### src/rtl/adc_capture_seq.sv
module adc_capture_seq #(
  parameter int CNT_W       = 16,
  parameter int DIV_W       = 8,
  parameter int DIV_MIN     = 4,
  parameter int DIV_MAX     = 100,
  parameter int INIT_CYCLES = 16
) (
  input  logic             clk,
  input  logic             rst_n,
  input  logic             need_init,
  input  logic             init_cmd,
  input  logic             arm_cmd,
  input  logic             reset_cmd,
  input  logic             rearm_en,
  input  logic             start_trig,
  input  logic             stop_trig,
  input  logic             fifo_empty,
  input  logic [DIV_W-1:0] clk_div,
  input  logic [CNT_W-1:0] pre_count,
  input  logic [CNT_W-1:0] post_count,
  output logic [3:0]       status,
  output logic             sample_stb,
  output logic             fifo_wr
);
  localparam int INIT_W = $clog2(INIT_CYCLES + 1);
  localparam logic [DIV_W-1:0]  DMIN = DIV_W'(DIV_MIN);
  localparam logic [DIV_W-1:0]  DMAX = DIV_W'(DIV_MAX);
  localparam logic [INIT_W-1:0] ILAST = INIT_W'(INIT_CYCLES - 1);

  typedef enum logic [3:0] {
    S_STOP = 4'h0, S_PRE = 4'h1, S_WAIT = 4'h2, S_SAMP = 4'h3, S_POST = 4'h4,
    S_REARM = 4'h5, S_DONE = 4'h7, S_UNINIT = 4'h8, S_INIT = 4'h9
  } state_t;

  state_t            state;
  logic [CNT_W-1:0]  cnt;
  logic [INIT_W-1:0] init_cnt;
  logic              pre_mode;

  logic [DIV_W-1:0] div_eff;
  logic [DIV_W:0]   div_cnt;
  logic [DIV_W:0]   period;

  always_comb begin
    if (clk_div == '0)       div_eff = '0;
    else if (clk_div < DMIN) div_eff = DMIN;
    else if (clk_div > DMAX) div_eff = DMAX;
    else                     div_eff = clk_div;
  end

  assign period     = {div_eff, 1'b0};
  assign sample_stb = (div_eff != '0) && (div_cnt >= period - 1'b1);

  always_ff @(posedge clk or negedge rst_n)
    if (!rst_n)                            div_cnt <= '0;
    else if (div_eff == '0 || sample_stb)  div_cnt <= '0;
    else                                   div_cnt <= div_cnt + 1'b1;

  logic             pre_nz, post_nz;
  logic [CNT_W-1:0] cnt_inc;
  state_t           arm_state, end_state;

  assign pre_nz    = pre_count != '0;
  assign post_nz   = post_count != '0;
  assign cnt_inc   = cnt + 1'b1;
  assign arm_state = pre_nz ? S_PRE : S_WAIT;
  assign end_state = rearm_en ? S_REARM : S_DONE;

  always_ff @(posedge clk or negedge rst_n) begin
    if (!rst_n) begin
      state    <= S_UNINIT;
      cnt      <= '0;
      init_cnt <= '0;
      pre_mode <= 1'b0;
    end else if (reset_cmd && state != S_UNINIT && state != S_INIT) begin
      state <= S_STOP;
      cnt   <= '0;
    end else begin
      case (state)
        S_UNINIT:
          if (init_cmd) begin
            state    <= S_INIT;
            init_cnt <= '0;
          end else if (arm_cmd && !need_init) begin
            state    <= arm_state;
            pre_mode <= pre_nz;
            cnt      <= '0;
          end
        S_INIT:
          if (init_cnt == ILAST) state <= S_STOP;
          else                   init_cnt <= init_cnt + 1'b1;
        S_STOP, S_DONE:
          if (arm_cmd) begin
            state    <= arm_state;
            pre_mode <= pre_nz;
            cnt      <= '0;
          end
        S_PRE:
          if (sample_stb) begin
            if (cnt_inc == pre_count) begin
              state <= S_WAIT;
              cnt   <= '0;
            end else cnt <= cnt_inc;
          end
        S_WAIT:
          if (start_trig) state <= S_SAMP;
        S_SAMP:
          if (stop_trig) begin
            cnt   <= '0;
            state <= post_nz ? S_POST : end_state;
          end
        S_POST:
          if (sample_stb) begin
            if (cnt_inc == post_count) begin
              state <= end_state;
              cnt   <= '0;
            end else cnt <= cnt_inc;
          end
        S_REARM:
          if (fifo_empty) begin
            state    <= arm_state;
            pre_mode <= pre_nz;
            cnt      <= '0;
          end
        default: state <= S_STOP;
      endcase
    end
  end

  assign status  = (state == S_UNINIT && !need_init) ? 4'h0 : state;
  assign fifo_wr = sample_stb && (state == S_PRE || state == S_SAMP || state == S_POST ||
                                  (state == S_WAIT && pre_mode));
endmodule


### config.mk
export PLATFORM = sky130hd
export DESIGN_NAME = adc_capture_seq
export DESIGN_NICKNAME = d
export VERILOG_FILES = /design/src/rtl/adc_capture_seq.sv
export SDC_FILE = /design/constraint.sdc
export NUM_CORES = 1
export LEC_CHECK = 0
export BUFFER_PORTS_ARGS = -buffer_cell sky130_fd_sc_hd__buf_4
export CORE_MARGIN = 5
export CORE_UTILIZATION = 50
export DETAILED_ROUTE_END_ITERATION = 7
export PLACE_DENSITY = 0.82
export SLEW_MARGIN = 20
export SYNTH_ARGS = -nofsm -noshare
export SYNTH_HDL_FRONTEND = slang
export SYNTH_SLANG_ARGS = --single-unit
### constraint.sdc
create_clock -name clk -period 6.2 [get_ports clk]
set_input_delay 1.55 -clock clk [delete_from_list [all_inputs] [get_ports clk]]
set_output_delay 1.55 -clock clk [all_outputs]
set_load 0.02 [all_outputs]
==> impl_metrics.ini <==
[global_route]
grt_first_pass_wirelength_um = 17500
first_global_vias = 3528
antenna_found_initial = 0
overflow = 0
grt.total_usage_pct = 24.1
grt_max_degree = 36

[clock_network]
cts_buffers = 5
cts_tree = yes
ctsHoldBuffers = 0
clockBufferDepth = 2
htree_levels = 2
cts_root_buf = clkbuf_8
clk_transition_reported_paths_ns = 0.07
cts.sinks = 35
worstSkewPairLatency_ns = 0.29

[timing]
setup_viol = 0
hold_slack_ns = 0.496
rsz0062_at_grt = yes
worst_slack_ns = 0.132
worst_pin_slew_ns = 0.752
final.min_clock_period_ns = 6.07
max_freq_ghz = 0.165
fin_skew_ns = 0.0108
slew_headroom_pct = 49.5
finalHoldViolations = 0
period_share_pct = 97.9
drv_slew = 0

[final_layout]
insertedDiodeCount = 0
multi_input_area_mm2 = 0.00263
finalNetCount = 575
regArea_um2 = 877
drive_gt1_share_pct = 20.9
fin_cells = 611
fillCellCount = 658
area_growth_syn_to_layout_pct = 16.6

[yosys]
ys.flop_type = dfrtp_1
synth.distinct_cells = 69
syn_area_per_cell_um2 = 7.77
yosysWarnings = 0
synth_edf_count = 0
syn_nets = 536
ys_ff_latch = 35
async_flop_share_pct = 100
synth_cells = 472
synth_area_mm2 = 0.00367
synth_seq_area_share_pct = 23.9

[detailed_routing]
dr.pass1.iters = 5
drc = 0
drtIter0Drc = 348
drt-wirelength-per-cell_um = 17.4
via_count = 3822
viasPerCell = 6.26
ant_nets = 0
wl_um = 10600

[die]
die_y_um = 95.7
start_util_pct = 50.9
pin_count = 56
die_x_um = 95.7
core_area_mm2 = 0.00721
rows = 31
die_area_mm2 = 0.00915

[worst_setup_path]
cp-end-kind = primary output
arrival_ns = 4.52
reg2reg_depth = 9
crit_chain = buf_4 > or4_4 > o211ai_1 > nand3_1 > nor3_2 > nor3_1 > a21o_1 > ha_4 > a2111oi_4 > o21ai_1 > a311oi_1 > nor2_1 > and3_1 > buf_4
worstSetupPathType = input pin to primary output
cpMostUsedCell = buf_4
required_ns = 4.65
crit_start = clk_div[6]
cp_max_fo = 3
setup.worst_path.start_class = input pin
cp_top_family = simple AND/OR/NAND/NOR gates
worstSetupEndpoint = fifo_wr
r2r_slack_ns = 2.40
path_buf_inv = 2
cp.depth = 14
critPathMaxStageDelay_ns = 0.54
r2r-end = cnt[1]
slowest_stage = or4_4
r2r_start = cnt[0]

[place]
port_buffers = 55
globalplace.congestion = 0.983
pre_cts_ws_ns = -0.100
dp_cells = 601
hpwl_um = 8140

[hold_path]
hold_class = flip-flop to flip-flop
hp-start = init_cnt[4]

[pwr]
p_leak_nw = 1.68
power_density_mw_per_mm2 = 238
vdd_drop_max_mv = 0.0972

[run_status]
status = finished, final reports clean

[flow_run]
cap_violations = 0
-- what timing repair did --
item / in CTS / in global routing
pin swaps: 2 / 6
cloned: 0 / 0
setup endpoints to repair: 1 / 2
buffers inserted: 1 / 1
resized for setup: 2 / 8
-- logic make-up after synthesis --
| family | Yosys count | synth area share, % |
|---|---|---|
| flops | 35 | 23.9 |
| simple gates | 208 | 29.7 |
| compound gates | 116 | 22.0 |
| mux | 4 | 1.16 |
| xor+xnor | 49 | 12.9 |
| buf+inv | 46 | 5.66 |
| fa+ha+maj | 14 | 4.77 |
-- worst min path at each step --
stage	endpoint	slack, ns	cells past startpoint
2_1_floorplan	init_cnt[4]	0.44	2
3_3_place_gp	init_cnt[4]	0.46	2
3_5_place_dp	div_cnt[0]	0.49	1
4_1_cts	div_cnt[0]	0.50	1
5_1_grt	div_cnt[0]	0.53	1
6_report	init_cnt[4]	0.50	2
-- synthesized netlist by cell type (all sizes together) (12+ instances only) --
master / instances / share of area [%]
nand3: 19 / 3.1
a21oi: 22 / 3.0
or3: 13 / 2.2
inv: 12 / 1.2
clkbuf: 24 / 2.5
nor2: 44 / 4.5
xnor2: 25 / 6.0
nand2: 41 / 4.2
o21ai: 33 / 5.6
ha: 14 / 4.8
nor4: 19 / 3.2
dfrtp: 34 / 23
xor2: 21 / 5.0
nand4: 12 / 2.0
nor3: 22 / 3.0
a31oi: 13 / 2.2
-- routing by layer --
layer | track usage (%) | vias to the layer above | share of wire [%]
met1 | 33.9 | 1794 | 44
met5 | 0 | - | 0
met3 | 3.00 | 27 | 6.6
met2 | 37.7 | 171 | 47
li1 | - | 1830 | -
met4 | 8.89 | 0 | 2.4
-- cell usage in the layout, fill, tap and decap left out, drive strengths merged, types with 3 or more instances in the layout --
master | Yosys | layout
nand3 | 19 | 19
or4 | 3 | 3
dfrtp | 34 | 34
nand2b | 7 | 7
clkbuf | 24 | 7
o211ai | 6 | 6
and2 | 3 | 3
nor4 | 19 | 19
nand2 | 41 | 41
o21ai | 33 | 33
a22oi | 3 | 3
inv | 12 | 12
a2111oi | 3 | 3
xnor2 | 25 | 25
ha | 14 | 14
buf | 10 | 66
nor2b | 5 | 5
a211oi | 5 | 5
a21oi | 22 | 22
xor2 | 21 | 21
nor3 | 22 | 22
o31ai | 5 | 5
nand4 | 12 | 12
and3 | 10 | 10
a31oi | 13 | 13
nor2 | 44 | 44
or3 | 13 | 13
-- worst register-to-register path, delay by kind of cell, from the launching register on --
kind                       cells  cell delay (ns)
DFF                            1             0.61
adders and majority gates      1             0.52
AOI/OAI and AO/OA              3             0.89
and+or+nand+nor                4             1.48
xor gates and xnor gates       1             0.18
-- stage by stage --
step           instance area (µm²)  setup TNS (ns)  util, %  power (mW)
2_1_floorplan                 3670               0        -       0.663
3_3_place_gp                  4110               0     57.0       0.788
3_5_place_dp                  4110          -0.100     57.0       0.799
4_1_cts                       4230               0     58.6       0.995
5_1_grt                       4280         -0.0601     59.3        1.09
6_report                      4280               0     59.3        1.02
-- registers in the layout, summed over array words and instances, names as in the netlist --
signal    flops
cnt          16
state         4
init_cnt      5
div_cnt       9
pre_mode      1
-- where the power goes --
group / switching (mW) / leakage (nW) / internal [mW] / total (mW)
Sequential: 0.0960 / 0.457 / 0.273 / 0.369
Clock: 0.0906 / 0.0505 / 0.101 / 0.192
Combinational: 0.253 / 1.18 / 0.206 / 0.459
-- final cells by class --
class / instances / share of cell area (%)
Multi-Input combinational cell: 391 / 61.5
Sequential cell: 35 / 20.5
Clock buffer: 7 / 2.25
Tap cell: 99 / 2.90
Inverter: 12 / 1.05
Timing Repair Buffer: 66 / 11.6
Clock inverter: 1 / 0.175
Note: power is estimated with default switching activity, not from simulation.
